**config.mk**
```make
export PLATFORM = sky130hd
export DESIGN_NAME = fuse_rd_filter
export DESIGN_NICKNAME = d
export VERILOG_FILES = /design/src/rtl/fuse_rd_filter.sv
export SDC_FILE = /design/constraint.sdc
export NUM_CORES = 1
export LEC_CHECK = 0
export ABC_AREA = 1
export BUFFER_PORTS_ARGS = -buffer_cell sky130_fd_sc_hd__buf_2
export CAP_MARGIN = 20
export CORE_UTILIZATION = 45
export CTS_BUF_LIST = sky130_fd_sc_hd__clkbuf_16
export CTS_CLUSTER_DIAMETER = 120
export DETAILED_ROUTE_END_ITERATION = 12
export PLACE_DENSITY = 0.81
export SYNTH_ARGS = -nofsm -noshare
export SYNTH_HDL_FRONTEND = slang
export SYNTH_SLANG_ARGS = --single-unit
```
**constraint.sdc**
```tcl
create_clock -name clk -period 3.5 [get_ports clk]
set_input_delay 0.7 -clock clk [delete_from_list [all_inputs] [get_ports clk]]
set_output_delay 0.7 -clock clk [all_outputs]
set_load 0.005 [all_outputs]
```
**src/rtl/fuse_rd_filter.sv**
```systemverilog
module fuse_rd_filter #(
  parameter int AW      = 32,
  parameter int DW      = 32,
  parameter int ARR_W   = 2,
  parameter int ROW_W   = 6,
  parameter int ROW_LSB = 5
) (
  input  logic             clk,
  input  logic             rst_n,
  input  logic             ra_wr,
  input  logic [AW-1:0]    ra_wdata,
  output logic             row_req,
  output logic [ARR_W-1:0] row_arr,
  output logic [ROW_W-1:0] row_sel,
  input  logic [DW-1:0]    row_rdata,
  output logic [DW-1:0]    rd_data,
  output logic             rd_done,
  output logic             rd_err
);

  localparam int ARR_LSB = ROW_LSB + ROW_W;

  typedef enum logic [1:0] {S_IDLE, S_ISSUE, S_WAIT} st_t;
  st_t st;

  function automatic logic [DW-1:0] span(input int lo, input int hi);
    logic [DW-1:0] m;
    for (int i = 0; i < DW; i++) m[i] = (i >= lo) && (i <= hi);
    return m;
  endfunction

  function automatic logic [DW-1:0] arr0_mask(input logic [ROW_W-1:0] r);
    int ri;
    ri = int'(r);
    if (ri == 0)                  return span(28, 31);
    if (ri >= 8 && ri <= 15)      return '1;
    if (ri == 16)                 return span(0, 7) | span(10, 16);
    if (ri == 17)                 return span(0, 2);
    if (ri == 20)                 return '1;
    if (ri == 21)                 return span(0, 23) | span(29, 31);
    if (ri == 22 || ri == 23)     return '1;
    if (ri >= 40)                 return '1;
    return '0;
  endfunction

  wire [ARR_W-1:0] a_in = ra_wdata[ARR_LSB +: ARR_W];
  wire [ROW_W-1:0] r_in = ra_wdata[ROW_LSB +: ROW_W];

  logic [DW-1:0]    mask_in;
  logic [ARR_W-1:0] phys_in;
  always_comb begin
    mask_in = '0;
    phys_in = '0;
    case (int'(a_in))
      0:       mask_in = arr0_mask(r_in);
      2, 3: begin
        mask_in = '1;
        phys_in = a_in - ARR_W'(1);
      end
      default: mask_in = '0;
    endcase
  end

  wire acc = ra_wr && (st == S_IDLE);

  logic [ARR_W-1:0] arr_q;
  logic [ROW_W-1:0] row_q;
  logic [DW-1:0]    mask_q;
  logic             ok_q;

  always_ff @(posedge clk) begin
    if (!rst_n) begin
      st     <= S_IDLE;
      arr_q  <= '0;
      row_q  <= '0;
      mask_q <= '0;
      ok_q   <= 1'b0;
    end else begin
      case (st)
        S_IDLE:  if (acc) begin
          st     <= S_ISSUE;
          arr_q  <= phys_in;
          row_q  <= r_in;
          mask_q <= mask_in;
          ok_q   <= |mask_in;
        end
        S_ISSUE: st <= S_WAIT;
        default: st <= S_IDLE;
      endcase
    end
  end

  assign row_req = (st == S_ISSUE) && ok_q;
  assign row_arr = arr_q;
  assign row_sel = row_q;

  wire fin = (st == S_WAIT);

  always_ff @(posedge clk) begin
    if (!rst_n) begin
      rd_data <= '0;
      rd_done <= 1'b0;
      rd_err  <= 1'b0;
    end else begin
      rd_done <= fin && ok_q;
      if (fin) begin
        rd_data <= ok_q ? (row_rdata & mask_q) : '0;
        rd_err  <= !ok_q;
      end
    end
  end

  AST_ARR_MAPPED: assert property (@(posedge clk) disable iff (!rst_n)
    row_req |-> (int'(row_arr) <= 2));
  AST_DENY_ZERO: assert property (@(posedge clk) disable iff (!rst_n)
    rd_err |-> (rd_data == '0));
  AST_DONE_NOT_ERR: assert property (@(posedge clk) disable iff (!rst_n)
    rd_done |-> !rd_err);
  AST_DONE_MASKED: assert property (@(posedge clk) disable iff (!rst_n)
    rd_done |-> ((rd_data & ~mask_q) == '0));
  AST_REQ_AFTER_ACC: assert property (@(posedge clk) disable iff (!rst_n)
    row_req |-> $past(acc));
  AST_REQ_SINGLE: assert property (@(posedge clk) disable iff (!rst_n)
    row_req |=> !row_req);
  AST_BUSY_IGNORE: assert property (@(posedge clk) disable iff (!rst_n)
    (ra_wr && st != S_IDLE) |=> ($stable(arr_q) && $stable(row_q) && $stable(mask_q)));
  AST_DATA_HOLD: assert property (@(posedge clk) disable iff (!rst_n)
    !fin |=> ($stable(rd_data) && $stable(rd_err)));

endmodule

```
Word-level counts from Yosys, hierarchy flattened
Cells that the tools add are included.

cells by class
  reduce and logical (&&, ||, !) cells = 12
  bitwise logic cells = 1
  equality and inequality tests = 11
  order comparisons = 3
  multiplexer cells = 72
  add/subtract/negate cells = 1

operators with widths
  kind                   count
  $mux W32               24
  $pmux W32 S2           1
  $mux W1                44
  $eq A6 B6 Y1 const B   6
  $and A32 B32 Y32       1
  $reduce_or A32 Y1      1
  $eq A2 B2 Y1 const B   3
  $ge A6 B4 Y1 const B   1
  $ge A6 B6 Y1 const B   1
  $le A6 B4 Y1 const B   1
  $logic_not A6 Y1       1
  $logic_and A1 B1 Y1    4
  $logic_not A2 Y1       2
  $mux W2                2
  $pmux W2 S2            1
  $eq A2 B1 Y1 const B   1
  $ne A2 B2 Y1 const B   1
  $reduce_and A2 Y1      1
  $reduce_or A2 Y1       1
  $sub A2 B1 Y2 const B  1
  $logic_not A1 Y1       1
  $logic_or A1 B1 Y1     1

storage, ports and cells
  register bits = 77
  bits of input ports = 67
  logic and storage cells = 108
  output and inout port bits = 43

Depth between registers and ports, before layout
  depth after elaboration = 48
  mapped depth = 9
  gate-level depth less buffers = 9

Least setup slack after synthesis
Ideal clock, no wire load.

  path kind = input to register
  start = input ra_wdata[9]
  end = register ok_q
  path slack = 2.026 ns
  path buffers = 0
  library setup time = 0.117 ns
  data required time = 3.383 ns
  arrival = 1.357 ns
  stages on the path = 6
  path through = o21ai_1 -> nand3_1 -> o21ai_1 -> nand2_1 -> nor2_1 -> nor2_1

on the way
  longest elaborated chain between the ends = 26
  elaborated cells between the ends (all ways) = 80
  those cells by class = order compare: 3; eq/ne: 6; mux: 67; reduce/logical: 4

ends and longest elaborated chain
  item                                          RTL line  RTL
  start: declaration                            11        input logic [AW-1:0] ra_wdata,
  $ge A6 B4 Y1 or $le A6 B4 Y1 (tied branches)  36        if (ri >= 8 && ri <= 15) return '1;
  $logic_and A1 B1 Y1                           36
  $mux W32                                      36
  $mux W32 (2 in series)                        37        if (ri == 16) return span(0, 7) | span(10, 16);
  $mux W32                                      36
  $mux W32                                      54        case (int'(a_in))
  $mux W32 (2 in series)                        38        if (ri == 17) return span(0, 2);
  $mux W32                                      37
  [... 8 more ...]                              -
  $mux W32                                      41        if (ri == 22 || ri == 23) return '1;
  $mux W32                                      40        if (ri == 21) return span(0, 23) | span(29, 31);
  $mux W32                                      39        if (ri == 20) return '1;
  $mux W32                                      38
  $mux W32                                      37
  $mux W32 *                                    36
  $pmux W32 S2 *                                54
  $reduce_or A32 Y1 *                           85        ok_q <= |mask_in;
  end signal: assignment                        85
  end: declaration                              69        logic ok_q;

Every way passes the cells marked *; elsewhere a longest branch is shown, timed or not. The select of a mux whose other input is x is not followed.
A chain may end at the register's enable or synchronous reset.

Worst setup path after layout
  start = register ok_q
  end = output row_req

on the way
  longest elaborated chain between the ends = 1

ends and longest elaborated chain
  item                 RTL line  RTL
  $logic_and A1 B1 Y1  93        assign row_req = (st == S_ISSUE) && ok_q;
  end: declaration     12        output logic row_req,

No other way between the ends.

==> metrics.md <==
| Metric | Value |
|---|---|
| Final hold violations | 0 |
| Reg power frac | 52.2% |
| Starting Density | about half |
| Comb pwr share | under 10% |
| Initial DRC count | 77 |
| Hold Path Cell Cnt | 2 |
| Mapped cell area | about 2000 um2 |
| CTS max path bufs | 2 |
| Max Freq | between 500 and 600 MHz |
| P_leak | 1.26 nW |
| Total congestion overflow | 0 |
| Minimum clock period | between 1.5 and 2 ns |
| Max FO, Critical Path | 2 |
| Reg2reg setup slack | around 1.9 ns |
| Post-synthesis instance total | 225 |
| Top_reg_cell synth | dfxtp_1 |
| Final GP Congestion | 0.915 |
| Slew @ Worst Pin | between 0.4 and 0.5 ns |
| Capturing point of the worst reg2reg path | rd_data[3]$_SDFFE_PN0N_ |
| Worst r2r src | st[1]$_SDFFE_PN0P_ |
| Antenna violations before repair | 0 |
| Path depth of the worst reg2reg path | 6 |
| Area share of the leading cell type in the synthesized netlist | 51.0% |
| Max Cap Viol | 0 |
| Post-synthesis cell type count | 25 |
| Diodes inserted | 0 |
| Vias post-DR | 1858 |
| RSZ-0062 raised after global routing | false |
| Setup WS pre-CTS | ~1.7 ns |
| Critical path class | register to output pin |
| Clk root buf | clkbuf_16 |
| Final HPWL DP | roughly 3200 um |
| Final Max Slew Viols | 0 |
| Sw Share | 22.9% |
| Site row count | 23 |
| Post-CTS Setup Inserts | 0 |
| WL final | 4420 um |
| Largest net degree at the start of global routing | 36 |
| PostCTS Resize Cnt | 0 |
| Worst path arrival time | between 1 and 1.5 ns |
| Final net count | roughly 380 |
| Clock group share of total power | between 30% and 40% |
| Htree depth | 2 |
| Hold endpoint | rd_data[30]$_SDFFE_PN0N_ |
| Int Pwr | ~0.0009 W |
| Area Growth Syn to Fin | 29.5% |
| First drt pass iteration count | 4 |
| Clock-pin transition on the worst setup and hold timing paths | ~0.06 ns |
| Cts bufs inserted | 5 |
| Setup Skew | 0.00670 ns |
| Slew HR | 69.5% |
| Number of flops mapped to enable cells by yosys | 0 |
| CP endpoint kind | output pin |
| Synth Register Bits | between 50 and 60 |
| Syn. warnings | 0 |
| Peak supply drop | 0.000231 V |
| PD cells | approximately 450 nW/um2 |
| Top cells by count, synth | dfxtp_1, nor2_1, nand2_1, a22oi_1 |
| Synth Net Count | slightly below 300 |
| Vias in the first global route | ~1600 |
| CTS tree | built |
| Drt drc | 0 |
| Clock Latency Late Sink | 0.28 ns |
| Clock Sinks | 51 |
| CP Data Required Time | 2.80 ns |
| Setup_tns | 0 ns |
| Remaining antenna violation count | 0 |
| Die height | a little under 70 um |
| Setup Viol. Count Final | 0 |
| Setup slack after layout | 1.77 ns |
| Share of flip-flops with an asynchronous set or reset | 0% |
| Final Cycle Share | around half |
| Total core area | approximately 4100 um2 |
| Min-delay worst type | register to register |
| Post-synthesis sequential area ratio | about half |
| Syn Area/Cell | ~8.9 um2 |
| Area leader, netlist | dfxtp_1 |
| Most common cell in the netlist | dfxtp_1 |
| First-pass GRT wire length | 6600 um |
| NetSw | approximately 0.00027 W |
| Layout cells sized above 1 | approximately two fifths |
| Die Width | between 60 and 70 um |
| Cts hold-fix bufs | 0 |
| Status | completed |
| Worst Setup Start Kind | register |
| Min-delay src | rd_data[30]$_SDFFE_PN0N_ |
| Post-DR wirelength/cell | approximately 12 um |
| IO buf count | between 80 and 90 |
| Total die area | 4720 um2 |
| IO Pins | between 100 and 150 |
| Via-to-Cell Ratio | around 5.2 |
| GRT Total Usage | a little under a fifth |
| Top post-synthesis cells by area | dfxtp_1, nor2_1, a22oi_2, a22oi_1, o21ai_0 |
[metrics by stage]
stage	power [W]	cell area [um2]	hold slack [ns]	utilization (%)	instances
floorplan	0.000678	2000	0.474	-	225
global placement	0.000725	2460	0.459	59.3	352
detailed placement	0.000727	2460	0.468	59.3	352
CTS	0.00118	2590	0.483	62.6	360
global route	0.00122	2590	0.515	62.6	360
finish	0.00116	2590	0.480	62.6	360
[sequential cells by signal, summed over array words and instances, names as in the netlist]
name	cells
rd_data	32
mask_q	6
row_sel	6
row_arr	2
st	2
ok_q	1
rd_done	1
rd_err	1
[how the worst max path moves through the flow]
stage,from,end,slack (ns),cells past startpoint
after global placement,ra_wr,ok_q$_SDFFE_PN0P_,1.70,9
after floorplan,ra_wdata[9],ok_q$_SDFFE_PN0P_,2.03,6
after global routing,ok_q$_SDFFE_PN0P_,row_req,1.73,3
final,ok_q$_SDFFE_PN0P_,row_req,1.77,3
after CTS,ok_q$_SDFFE_PN0P_,row_req,1.74,3
after detailed placement,ra_wr,ok_q$_SDFFE_PN0P_,1.68,9
[cell usage in the layout (no fill, tap or decap)]
| master | count |
|---|---|
| a21oi_1 | 12 |
| a22oi_1 | 15 |
| a22oi_2 | 10 |
| a32oi_1 | 7 |
| buf_2 | 85 |
| buf_4 | 2 |
| clkbuf_16 | 5 |
| clkinv_1 | 1 |
| clkinv_2 | 1 |
| dfxtp_1 | 51 |
| inv_1 | 16 |
| inv_2 | 2 |
| inv_4 | 1 |
| nand2_1 | 18 |
| nand2_4 | 1 |
| nand3_1 | 9 |
| nand4_1 | 1 |
| nor2_1 | 37 |
| nor2_2 | 11 |
| nor2_4 | 1 |
| nor2_8 | 2 |
| nor3_1 | 3 |
| o21ai_0 | 14 |
| o21ai_1 | 3 |
| o31ai_1 | 2 |
[critical path, stage by stage, from the launching register on]
cell and delay [ns]:
dfxtp_1 0.33, inv_1 0.10, nor3_1 0.19, buf_2 0.14
[cell families (layout without fill, tap and decap cells)]
family	count (synthesis)	in the layout	share of synthesized area [%]
AOI/OAI and AO/OA	63	63	22.9
buffers and inverters	28	113	5.93
DFF	51	51	51.0
and+or+nand+nor	83	83	20.2
[metal layers]
metal / wire, um / up-vias / track usage, %
met5: 0 / - / 0
met4: 12 / 0 / 4.59
met3: 308 / 2 / 5.59
met2: 2200 / 74 / 33.3
met1: 1900 / 839 / 22.0
li1: - / 943 / -
[cell type report]
cell class                 instances  area (um2)
tap                               50        62.6
fill                             389        1550
sequential                        51        1020
inverter                          18        70.1
timing repair buffer              87         440
clock inverter                     3        12.5
clock buffer                       5         125
multi-input combinational        146         863
[power by group through the flow]
stage	clock network [W]	logic, W	registers, W
floorplan	0	0.0000587	0.000619
global placement	0	0.000105	0.000620
detailed placement	0	0.000107	0.000620
CTS	0.000466	0.000108	0.000607
global route	0.000492	0.000120	0.000609
finish	0.000450	0.000107	0.000607
Note: power is estimated with default switching activity, not from simulation.
